$ cat config.mk
export PLATFORM = sky130hd
export DESIGN_NAME = wdog_timer
export DESIGN_NICKNAME = d
export VERILOG_FILES = /design/src/rtl/wdog_pkg.sv /design/src/rtl/wdog_keyseq.sv /design/src/rtl/wdog_count.sv /design/src/rtl/wdog_pulse.sv /design/src/rtl/wdog_timer.sv
export SDC_FILE = /design/constraint.sdc
export NUM_CORES = 1
export LEC_CHECK = 0
export ABC_AREA = 1
export CAP_MARGIN = 20
export CORE_ASPECT_RATIO = 1.25
export CORE_MARGIN = 2
export CORE_UTILIZATION = 30
export DETAILED_ROUTE_END_ITERATION = 16
export PLACE_DENSITY_LB_ADDON = 0.2
export SLEW_MARGIN = 25
export SYNTH_ARGS = -nofsm -noshare
export SYNTH_HDL_FRONTEND = slang
export SYNTH_SLANG_ARGS = --single-unit
export TNS_END_PERCENT = 1
$ cat constraint.sdc
create_clock -name clk -period 2.49 [get_ports clk]
set_clock_uncertainty 0.05 [all_clocks]
set_input_delay 0.3735 -clock clk [delete_from_list [all_inputs] [get_ports clk]]
set_output_delay 0.3735 -clock clk [all_outputs]
set_load 0.02 [all_outputs]
$ cat src/rtl/wdog_pkg.sv
package wdog_pkg;

    typedef enum logic [1:0] {
        WM_WATCH  = 2'd0,
        WM_BUSMON = 2'd1,
        WM_TIMER  = 2'd2,
        WM_WATCH2 = 2'd3
    } wd_mode_e;

    typedef enum logic [1:0] {
        RS_RELOAD  = 2'd0,
        RS_MODE    = 2'd1,
        RS_SERVICE = 2'd2,
        RS_SPARE   = 2'd3
    } wd_sel_e;

endpackage

$ cat src/rtl/wdog_keyseq.sv
module wdog_keyseq #(
    parameter int               KEY_W    = 16,
    parameter logic [KEY_W-1:0] KEY_ARM  = 'hAAAA,
    parameter logic [KEY_W-1:0] KEY_FIRE = 'h5555
) (
    input  logic             clk,
    input  logic             rst_n,
    input  logic             svc_wr_i,
    input  logic             watch_i,
    input  logic [KEY_W-1:0] key_i,
    output logic             load_o
);

    typedef struct packed {
        logic armed;
    } ks_t;

    ks_t ks_d, ks_q;

    always_comb begin
        ks_d   = ks_q;
        load_o = 1'b0;
        if (svc_wr_i) begin
            load_o     = watch_i && ks_q.armed && (key_i == KEY_FIRE);
            ks_d.armed = watch_i && (key_i == KEY_ARM);
        end
    end

    always_ff @(posedge clk or negedge rst_n) begin
        if (!rst_n) begin
            ks_q <= '{armed: 1'b0};
        end else begin
            ks_q <= ks_d;
        end
    end

endmodule

$ cat src/rtl/wdog_count.sv
module wdog_count #(
    parameter int               CNT_W      = 32,
    parameter logic [CNT_W-1:0] RST_RELOAD = '1
) (
    input  logic             clk,
    input  logic             rst_n,
    input  logic             tick_i,
    input  logic             rl_wr_i,
    input  logic [CNT_W-1:0] rl_data_i,
    input  logic             load_i,
    input  logic             load_run_i,
    input  logic             stop_i,
    input  logic             keep_run_i,
    output logic             expire_o,
    output logic [CNT_W-1:0] count_o,
    output logic [CNT_W-1:0] reload_o,
    output logic             running_o
);

    localparam logic [CNT_W-1:0] ONE = {{(CNT_W-1){1'b0}}, 1'b1};

    typedef struct packed {
        logic [CNT_W-1:0] cnt;
        logic [CNT_W-1:0] reload;
        logic             running;
    } cs_t;

    cs_t cs_d, cs_q;

    always_comb begin
        cs_d     = cs_q;
        expire_o = 1'b0;
        if (rl_wr_i) begin
            cs_d.reload = rl_data_i;
        end
        if (load_i) begin
            // any explicit load wins over the tick of this edge
            cs_d.cnt     = cs_q.reload;
            cs_d.running = load_run_i;
        end else begin
            if (cs_q.running && tick_i) begin
                if (cs_q.cnt <= ONE) begin
                    expire_o     = 1'b1;
                    cs_d.cnt     = cs_q.reload;
                    cs_d.running = keep_run_i;
                end else begin
                    cs_d.cnt = cs_q.cnt - ONE;
                end
            end
            if (stop_i) begin
                cs_d.running = 1'b0;
            end
        end
    end

    always_ff @(posedge clk or negedge rst_n) begin
        if (!rst_n) begin
            cs_q <= '{cnt: RST_RELOAD, reload: RST_RELOAD, running: 1'b1};
        end else begin
            cs_q <= cs_d;
        end
    end

    assign count_o   = cs_q.cnt;
    assign reload_o  = cs_q.reload;
    assign running_o = cs_q.running;

endmodule

$ cat src/rtl/wdog_pulse.sv
module wdog_pulse #(
    parameter int PULSE_LEN = 16
) (
    input  logic clk,
    input  logic rst_n,
    input  logic trig_i,
    output logic pulse_o
);

    localparam int            PW  = $clog2(PULSE_LEN + 1);
    localparam logic [PW-1:0] LEN = PW'(PULSE_LEN);

    typedef struct packed {
        logic [PW-1:0] left;
    } ps_t;

    ps_t ps_d, ps_q;

    always_comb begin
        ps_d = ps_q;
        if (trig_i) begin
            ps_d.left = LEN;
        end else if (ps_q.left != '0) begin
            ps_d.left = ps_q.left - 1'b1;
        end
    end

    always_ff @(posedge clk or negedge rst_n) begin
        if (!rst_n) begin
            ps_q <= '{left: '0};
        end else begin
            ps_q <= ps_d;
        end
    end

    assign pulse_o = (ps_q.left != '0);

endmodule

$ cat src/rtl/wdog_timer.sv
module wdog_timer
    import wdog_pkg::*;
#(
    parameter int               CNT_W      = 32,
    parameter int               PULSE_LEN  = 16,
    parameter int               KEY_W      = 16,
    parameter logic [KEY_W-1:0] KEY_ARM    = 'hAAAA,
    parameter logic [KEY_W-1:0] KEY_FIRE   = 'h5555,
    parameter logic [CNT_W-1:0] RST_RELOAD = '1
) (
    input  logic             clk,
    input  logic             rst_n,
    input  logic             tick_en,
    input  logic             wr_en,
    input  logic [1:0]       wr_sel,
    input  logic [CNT_W-1:0] wr_data,
    input  logic             bus_start,
    input  logic             bus_rdy,
    output logic             timeout_o
);

    typedef struct packed {
        wd_mode_e mode;
    } ctl_t;

    ctl_t ctl_d, ctl_q;

    logic             mode_wr_w, svc_wr_w, rl_wr_w;
    logic             is_bus_w, is_watch_w;
    logic             svc_load_w, load_w, load_run_w, stop_w, keep_w;
    logic             expire_w, running_w;
    logic [CNT_W-1:0] cnt_w, reload_w;

    // decode of the write port and mode-dependent control
    always_comb begin
        mode_wr_w  = wr_en && (wr_sel == RS_MODE);
        svc_wr_w   = wr_en && (wr_sel == RS_SERVICE);
        rl_wr_w    = wr_en && (wr_sel == RS_RELOAD);
        is_bus_w   = (ctl_q.mode == WM_BUSMON);
        is_watch_w = (ctl_q.mode == WM_WATCH) || (ctl_q.mode == WM_WATCH2);

        load_w = mode_wr_w || svc_load_w || (is_bus_w && bus_start);
        if (mode_wr_w) begin
            load_run_w = (wr_data[1:0] != WM_BUSMON);
        end else if (svc_load_w) begin
            load_run_w = 1'b1;
        end else begin
            load_run_w = !bus_rdy;
        end
        stop_w = is_bus_w && bus_rdy;
        keep_w = !is_bus_w;
    end

    always_comb begin
        ctl_d = ctl_q;
        if (mode_wr_w) begin
            ctl_d.mode = wd_mode_e'(wr_data[1:0]);
        end
    end

    always_ff @(posedge clk or negedge rst_n) begin
        if (!rst_n) begin
            ctl_q <= '{mode: WM_WATCH};
        end else begin
            ctl_q <= ctl_d;
        end
    end

    wdog_keyseq #(
        .KEY_W   (KEY_W),
        .KEY_ARM (KEY_ARM),
        .KEY_FIRE(KEY_FIRE)
    ) u_keyseq (
        .clk     (clk),
        .rst_n   (rst_n),
        .svc_wr_i(svc_wr_w),
        .watch_i (is_watch_w),
        .key_i   (wr_data[KEY_W-1:0]),
        .load_o  (svc_load_w)
    );

    wdog_count #(
        .CNT_W     (CNT_W),
        .RST_RELOAD(RST_RELOAD)
    ) u_count (
        .clk       (clk),
        .rst_n     (rst_n),
        .tick_i    (tick_en),
        .rl_wr_i   (rl_wr_w),
        .rl_data_i (wr_data),
        .load_i    (load_w),
        .load_run_i(load_run_w),
        .stop_i    (stop_w),
        .keep_run_i(keep_w),
        .expire_o  (expire_w),
        .count_o   (cnt_w),
        .reload_o  (reload_w),
        .running_o (running_w)
    );

    wdog_pulse #(
        .PULSE_LEN(PULSE_LEN)
    ) u_pulse (
        .clk    (clk),
        .rst_n  (rst_n),
        .trig_i (expire_w),
        .pulse_o(timeout_o)
    );

endmodule

==> results of run 1 <==
critical path: cells and delay by family (launching register included):
kind	cells	cell delay, ps
AND/OR/NAND/NOR	6	530
AO/OA/AOI/OAI	1	90
flip-flops	1	560
adder cells (fa/ha/maj)	1	270
buffers and inverters	3	510
registers in the layout, indices dropped and copies added, names as in the netlist:
signal             count
u_count.count_o       32
u_count.reload_o      32
u_pulse.ps_q           5
ctl_q                  2
u_count.running_o      1
u_keyseq.ks_q          1
synthesized netlist by cell type:
| cell | instances |
|---|---|
| buf_2 | 9 |
| xnor2_1 | 12 |
| o21bai_1 | 20 |
| buf_6 | 3 |
| mux2_2 | 12 |
| nand3_1 | 61 |
| inv_1 | 67 |
| nand2_1 | 184 |
| nor4_1 | 4 |
| o21a_1 | 1 |
| ha_1 | 5 |
| o21ai_0 | 22 |
| nor3_1 | 6 |
| inv_2 | 2 |
| nor2_4 | 3 |
| or2_2 | 1 |
| clkbuf_1 | 8 |
| or3_1 | 1 |
| nand2_2 | 2 |
| o21ai_1 | 1 |
| nand3_2 | 1 |
| dfstp_2 | 65 |
| nor2_1 | 91 |
| xor2_1 | 8 |
| a21oi_1 | 11 |
| nand4_1 | 9 |
| nor2_2 | 6 |
| dfrtp_1 | 8 |
| nand3b_2 | 1 |
metal layers:
metal | wire length, um | part of all wire
met5 | 0 | 0
met4 | 300 | 0.025
met3 | 382 | 0.032
met2 | 6160 | 0.51
met1 | 5240 | 0.43
cell type report:
type	instances	area (um2)
multi-input cells	462	2272
well taps	182	227.7
repair buffers	52	513.0
clock inverters	6	41.29
clock buffers	10	239.0
inverters	69	259.0
flip-flops and latches	73	1908
fillers	1588	9429
metrics by stage:
stage	power, mW	utilization	instances	hold WS, ps	instance area [um2]
6_report	5.596	0.3667	854	25.25	5460
5_1_grt	6.093	0.3667	854	83.20	5460
4_1_cts	5.667	0.3666	854	47.15	5458
3_5_place_dp	4.402	0.3477	838	412.7	5177
3_3_place_gp	4.364	0.3477	838	411.9	5177
2_1_floorplan	3.751	-	624	27.91	4543
kinds of logic (layout without fill, tap and decap cells):
logic type / Yosys count / after routing / share of synthesized area
AND/OR/NAND/NOR: 370 / 370 / 0.3448
buffers and inverters: 89 / 137 / 0.08097
flip-flops: 73 / 73 / 0.4200
AO/OA/AOI/OAI: 55 / 55 / 0.07216
XOR/XNOR: 20 / 20 / 0.03856
multiplexers: 12 / 12 / 0.02974
adder cells (fa/ha/maj): 5 / 5 / 0.01377
worst paths after layout:
kind,from,to,slack [ps],depth (start not counted)
max,u_count.count_o[0],u_count.count_o[11],410,11
min in group clk,u_count.reload_o[23],u_count.reload_o[23],420,2
max reg2reg,u_count.count_o[0],u_count.count_o[11],410,11
min reg2reg,u_count.reload_o[23],u_count.reload_o[23],420,2
min,rst_n,ctl_q[1],30,1
max in group asynchronous,rst_n,u_count.count_o[31],1570,2
power groups by stage:
stage	registers, mW	clock network, mW	logic (mW)
CTS	2.25	1.27	2.15
detailed placement	2.26	0	2.14
floorplan	2.12	0	1.63
global placement	2.25	0	2.11
global route	2.32	1.32	2.45
finish	2.25	1.22	2.13
==> out/qor.csv, run 1 <==
metric,value,unit
setup_violations,0,
pre_cts_ws,184.0,ps
p_sw,2.226,mW
vias,4031,
tightestPinTransition,669.7,ps
cts_resized,0,
gr-usage-met1,0.1871,
worstPathMaxFanout,32,
drv_cap,0,
grt_pass1_wl,20.04,mm
core_area,14890,um2
syn_inst,624,
pwr-share-seq,0.401,
final_max_slew_viol_count,0,
fin_setup_tns,0,ps
slowest_stage,dfstp_2,
fp.dieArea,16150,um2
die_h,141.6,um
syn_nets,669,
ys_ff_latch,73,
boundaryPins,41,
drtIter0Drc,216,
fmax,0.4800,GHz
dr.pass1.iters,4,
synth.area.top_cells,"dfstp_2 (38%), nand2_1 (15%), nor2_1 (7.5%)",
grtUsageMet2,0.2838,
yosysWarningCount,0,
grt_max_degree,33,
numCtsBuffers,9,
grt-busiest-layer,met2,
antenna_left,0,
synth_area_per_cell,7.281,um2
path_clk_slew,60,ps
portBuffers,40,
ys_seq_area_frac,0.4200,
mostFrequentLayoutCells,"nand2_1 (184), nor2_1 (91), inv_1 (67)",
drt-total-wl,12.08,mm
grt_use_total,0.1582,
antenna_found_initial,0,
slew_headroom,0.5535,
start_util,0.3051,
cts_tree,done,
cts.sinks,73,
ir_drop,0.3380,mV
cp.arrival,2300,ps
drive_gt1_frac,0.1830,
fin_crit,2083,ps
grt_pass1_vias,4119,
cts-root-buf,clkbuf_16,
postCtsSetupBuffers,0,
crit_required,2710,ps
overflow,0,
gp_congestion,0.8667,
pwr-share-comb,0.381,
met3_usage,0.02392,
synth_top_area_cell,dfstp_2,
cts_hold_buf,0,
rsz0062_at_grt,no,
areaGrowthSynthToFinish,20.19,%
p_per_area,1025,nW/um2
wl_per_cell,14.15,um
switching_share,0.3977,
p_leak,2.554,nW
intPower,3.371,mW
row_count,50,
fin_nets,712,
hold_violations,0,
hp-class,in -> async,
crit_path_max_incr_delay,560,ps
n_antenna_cell,0,
via_per_inst,4.720,
drc,0,
clockBufferDepth,2,
pwr-share-clk,0.218,
path_cells,"inv_1, ha_1, inv_1, a21oi_1, nand3b_2, nor2_4, nor2_2, buf_4, nand2_1, nand3_1, nand2_1",
die_w,114.1,um
fin_ws,406.5,ps
htreeDepth,3,
clk_latency,340,ps
status,finished clean,
path_class,reg -> reg,
cp-end-kind,flip-flop,
synth_top_area_frac,0.3759,
ys_types,29,
start_kind,flip-flop,
syn_area,4543,um2
period_share,0.8367,
final_common_cell,nand2_1,
place.detailed.hpwl,9.233,mm
No activity file was read; power rests on OpenSTA's default activity.
==> inputs of run 2 (changes only) <==
==> constraint.sdc (replaced) <==
create_clock -name clk -period 1.9 [get_ports clk]
set_clock_uncertainty 0.05 [all_clocks]
set_input_delay 0.285 -clock clk [delete_from_list [all_inputs] [get_ports clk]]
set_output_delay 0.285 -clock clk [all_outputs]
set_load 0.02 [all_outputs]
==> out/qor.csv, run 2 (synthesized netlist as in run 1, its figures left out) <==
metric,value,unit,change
grt_pass1_wl,21.33,mm,+6.4%
boundaryPins,41,,unchanged
fin_crit,1869,ps,-214.7 ps
slew_headroom,0.6376,,+0.08409
place.detailed.hpwl,9.518,mm,+3.1%
drc,0,,unchanged
grt_use_total,0.1675,,+0.009280
period_share,0.9836,,+0.1468
mostFrequentLayoutCells,"nand2_1 (178), nor2_1 (91), dfstp_2 (65)",,
rsz0062_at_grt,yes,,
hp-class,in -> async,,
core_area,14890,um2,unchanged
r2r_slack,30,ps,-380 ps
crit_required,2110,ps,-600 ps
final_common_cell,nand2_1,,
numCtsBuffers,9,,unchanged
grt_max_degree,33,,unchanged
reg2reg_from,ctl_q[1],,
p_leak,2.825,nW,+11%
path_clk_slew,60,ps,about the same
fmax,0.5351,GHz,+11%
start_kind,flip-flop,,
tightestPinTransition,543.6,ps,-126.1 ps
fin_ws,31.23,ps,-375.3 ps
fin_nets,756,,+6.2%
antenna_found_initial,0,,unchanged
fin_setup_tns,0,ps,unchanged
antenna_left,0,,unchanged
cp-end-kind,flip-flop,,
die_h,141.6,um,unchanged
areaGrowthSynthToFinish,31.73,%,
drt-total-wl,12.82,mm,+6.1%
cts.sinks,73,,unchanged
drtIter0Drc,174,,-19%
worstReg2RegEnd,u_count.count_o[10],,
cts_hold_buf,0,,unchanged
via_per_inst,4.710,,-0.21%
path_class,reg -> reg,,
final_max_slew_viol_count,0,,unchanged
final_core_util,0.4019,,+0.03521
clockBufferDepth,2,,unchanged
clk_latency,330,ps,about the same
multi_input_area,2386,um2,+5.0%
wl_per_cell,14.29,um,+0.97%
drive_gt1_frac,0.2601,,+0.07710
ir_drop,0.4265,mV,+26%
dr.pass1.iters,4,,unchanged
reg2regPathDepth,12,,+1
hold_violations,0,,unchanged
row_count,50,,unchanged
status,finished clean,,
vias,4225,,+4.8%
cts-root-buf,clkbuf_16,,
start_util,0.3051,,unchanged
fp.dieArea,16150,um2,unchanged
drv_cap,0,,unchanged
setup_violations,0,,unchanged
cp.arrival,2080,ps,-220 ps
htreeDepth,3,,unchanged
stdcell_area,5984,um2,+9.6%
regArea,1908,um2,unchanged
worstPathMaxFanout,8,,-75%
portBuffers,40,,unchanged
filler_cell_count,1583,,-0.31%
overflow,0,,unchanged
p_per_area,1281,nW/um2,+25%
cts_tree,done,,
die_w,114.1,um,unchanged
pre_cts_ws,-306.7,ps,-490.7 ps
placed_cell_area,5545,um2,+7.1%
stdcell_count,897,,+5.0%
gp_congestion,0.8974,,+3.5%
grt_pass1_vias,4386,,+6.5%
dp.cells,877,,+4.7%
n_antenna_cell,0,,unchanged
-- run 2: cell count changes in the layout (fill, tap and decap cells not counted), moves of 5 or more --
cell     delta
nand2_1     -6
nand2_2     +6
buf_12      +5
buf_4      +33
-- run 2: worst max-delay path by stage --
stage | start | end | slack (ps) | depth (start not counted)
finish | ctl_q[1] | u_count.count_o[10] | 30 | 12
global route | ctl_q[1] | u_count.count_o[10] | -70 | 12
CTS | u_count.count_o[0] | u_count.count_o[24] | -50 | 10
detailed placement | wr_sel[0] | u_count.count_o[25] | -310 | 12
global placement | wr_sel[0] | u_count.count_o[19] | -260 | 12
floorplan | u_count.count_o[0] | u_count.count_o[17] | 170 | 11
-- run 2: critical path: stages, from the launching register on --
cell	delay (ps)
dfrtp_1	390
inv_2	80
ha_4	200
nand2_2	50
nor2_1	50
nand3_2	100
nand3_4	100
buf_6	140
nor2_4	230
clkbuf_16	220
nand2_1	60
nand3_2	70
nand2_2	50
-- run 2: what timing repair did --
item,4_1_cts,5_1_grt
resized for setup,11,28
endpoints found under the hold margin,0,0
cloned,1,2
pin swaps,2,11
buffers inserted,3,1
endpoints found under the setup margin,37,37
-- run 2: cell type report --
type / instances / area share
repair buffers: 96 / 0.1585
multi-input cells: 462 / 0.3987
clock inverters: 4 / 0.003763
well taps: 182 / 0.03805
flip-flops and latches: 73 / 0.3188
clock buffers: 11 / 0.03889
inverters: 69 / 0.04328
-- run 2: power by group --
| group | leakage (nW) | switching [mW] | internal (mW) | total [mW] |
|---|---|---|---|---|
| clock network | 0.125 | 0.631 | 0.870 | 1.50 |
| logic | 1.92 | 1.83 | 1.38 | 3.21 |
| registers | 0.781 | 0.552 | 2.40 | 2.96 |
-- run 2: layer usage --
layer | part of all wire | routed length (um) | track usage
met4 | 0.027 | 342 | 0.06354
met3 | 0.026 | 338 | 0.02093
met1 | 0.43 | 5482 | 0.1999
met5 | 0 | 0 | 0
met2 | 0.52 | 6653 | 0.3045
-- run 2: per-stage QoR --
| step | total power, mW | hold WS [ps] |
|---|---|---|
| floorplan | 4.916 | -60.59 |
| global route | 8.334 | 286.2 |
| global placement | 5.929 | 412.3 |
| finish | 7.667 | 226.6 |
| CTS | 7.609 | 249.1 |
| detailed placement | 5.993 | 418.3 |
==> inputs of run 3 (changes only) <==
==> constraint.sdc (replaced) <==
create_clock -name clk -period 1.9 [get_ports clk]
set_clock_uncertainty 0.05 [all_clocks]
set_input_delay 0.38 -clock clk [delete_from_list [all_inputs] [get_ports clk]]
set_output_delay 0.38 -clock clk [all_outputs]
set_load 0.02 [all_outputs]
==> out/qor.csv, run 3 (synthesized netlist as in run 1, its figures left out) <==
metric,value,unit,change
fin_nets,759,,+0.40%
final_max_slew_viol_count,0,,unchanged
grt_use_total,0.1590,,-0.008447
overflow,0,,unchanged
fin_setup_tns,-4.716,ps,-4.716 ps
row_count,50,,unchanged
grt_pass1_wl,20.33,mm,-4.7%
slew_headroom,0.7289,,+0.09131
crit_path_max_incr_delay,560,ps,+170 ps
hp-class,in -> async,,
portBuffers,40,,unchanged
drv_cap,0,,unchanged
filler_cell_count,1573,,-0.63%
p_sw,3.055,mW,+1.4%
cp.arrival,2120,ps,+40 ps
rsz0062_at_grt,yes,,
grt_pass1_vias,4200,,-4.2%
fin_crit,1905,ps,+35.94 ps
drtIter0Drc,176,,+1.1%
cts_tree,done,,
clockBufferDepth,2,,unchanged
reg2reg_from,u_count.count_o[0],,
drive_gt1_frac,0.2674,,+0.007270
antenna_left,0,,unchanged
drt-total-wl,12.57,mm,-1.9%
antenna_found_initial,0,,unchanged
period_share,1.002,,+0.01892
dr.pass1.iters,5,,+1
crit_start,u_count.count_o[0],,
cts.sinks,73,,unchanged
die_h,141.6,um,unchanged
n_antenna_cell,0,,unchanged
path_cells,"inv_2, ha_4, inv_4, a21oi_4, nand3b_4, nor2_4, buf_12, nor2_4, clkbuf_16, nand2_1, nand3_1, nand2_1",,
pwr-share-clk,0.222,,+0.026
hold_violations,0,,unchanged
drc,0,,unchanged
pwr-share-seq,0.369,,-0.017
tightestPinTransition,406.6,ps,-137.0 ps
setup_violations,1,,+1
place.detailed.hpwl,9.150,mm,-3.9%
start_kind,flip-flop,,
dp.cells,875,,-0.23%
intPower,4.951,mW,+6.4%
p_per_area,1315,nW/um2,+2.7%
vias,4217,,-0.19%
fp.dieArea,16150,um2,unchanged
cp-end-kind,flip-flop,,
start_util,0.3051,,unchanged
grt_max_degree,74,,+120%
cts-root-buf,clkbuf_16,,
areaGrowthSynthToFinish,33.96,%,
htreeDepth,3,,unchanged
cts_hold_buf,0,,unchanged
fmax,0.5250,GHz,-1.9%
crit_buf_inv,4,,+1
pwr-share-comb,0.410,,-0.009
die_w,114.1,um,unchanged
boundaryPins,41,,unchanged
ir_drop,0.4245,mV,-0.48%
mostFrequentLayoutCells,"nand2_1 (181), nor2_1 (87), dfstp_2 (65)",,
path_delay_family,flip-flops,,
slowest_stage,dfstp_2,,
switching_share,0.3816,,-0.01151
p_leak,2.869,nW,+1.6%
wl_per_cell,13.97,um,-2.2%
clk_latency,340,ps,about the same
worstPathMaxFanout,8,,unchanged
final_common_cell,nand2_1,,
via_per_inst,4.686,,-0.52%
failed_checks,negative setup slack,,
status,finished with violations,,
fin_ws,-4.716,ps,-35.94 ps
gp_congestion,0.9180,,+2.3%
path_clk_slew,60,ps,about the same
path_class,reg -> reg,,
stdcell_count,900,,+0.33%
crit_required,2120,ps,about the same
core_area,14890,um2,unchanged
numCtsBuffers,9,,unchanged
[run 3: worst paths after layout]
| check | to | slack, ps | cells past startpoint |
|---|---|---|---|
| setup / recovery | u_count.count_o[9] | -5 | 12 |
| hold / removal | u_pulse.ps_q[4] | 40 | 2 |
| setup reg to reg | u_count.count_o[9] | -5 | 12 |
| hold reg to reg | u_count.reload_o[23] | 420 | 2 |
| max in group asynchronous | u_count.count_o[13] | 1420 | 2 |
| min in group clk | u_count.reload_o[23] | 420 | 2 |
[run 3: what timing repair did]
item                                    CTS  global route
endpoints found under the setup margin   37            39
buffers inserted                          0             9
resized for setup                         6            31
pin swaps                                 0             5
gates cloned                              0             3
[run 3: cell type report]
class                           instances  area (um2)  area share
Timing Repair Buffer                   99       975.9      0.1604
Inverter                               69       264.0     0.04338
Clock buffer                           11       264.0     0.04338
Multi-Input combinational cell        462        2397      0.3939
Sequential cell                        73        1908      0.3135
Clock inverter                          4       48.80    0.008018
Tap cell                              182       227.7     0.03742
[run 3: stage by stage]
stage	setup WS, ps	util	hold slack, ps	instance area (um2)	power (mW)
after global placement	-341.4	0.3706	406.2	5518	5.893
final	-4.716	0.4087	38.98	6086	8.005
after floorplan	173.5	-	34.41	4543	4.916
after CTS	-12.55	0.3918	47.94	5833	7.782
after global routing	-78.07	0.4087	65.41	6086	8.651
after detailed placement	-419.0	0.3706	401.7	5518	5.947
[run 3: per-layer routing]
layer  up-vias  track usage  share of wire
met5         -            0              0
met4         0      0.05456          0.018
met3        13      0.02819          0.035
met2        77       0.2895           0.52
met1      1970       0.1867           0.42
li1       2157            -              -
[run 3: worst reg2reg max path, cell delays in order (launching register included)]
cell       delay (ps)
dfstp_2           560
inv_2              60
ha_4              180
inv_4              60
a21oi_4            60
nand3b_4           80
nor2_4             50
buf_12            130
nor2_4            220
clkbuf_16         220
nand2_1            60
nand3_1            70
nand2_1            50
[run 3: power groups by stage]
stage	registers [mW]	logic [mW]	clock network, mW
4_1_cts	2.94	3.01	1.83
3_5_place_dp	2.95	3.00	0
2_1_floorplan	2.78	2.14	0
5_1_grt	3.03	3.72	1.90
6_report	2.95	3.28	1.78
3_3_place_gp	2.94	2.95	0
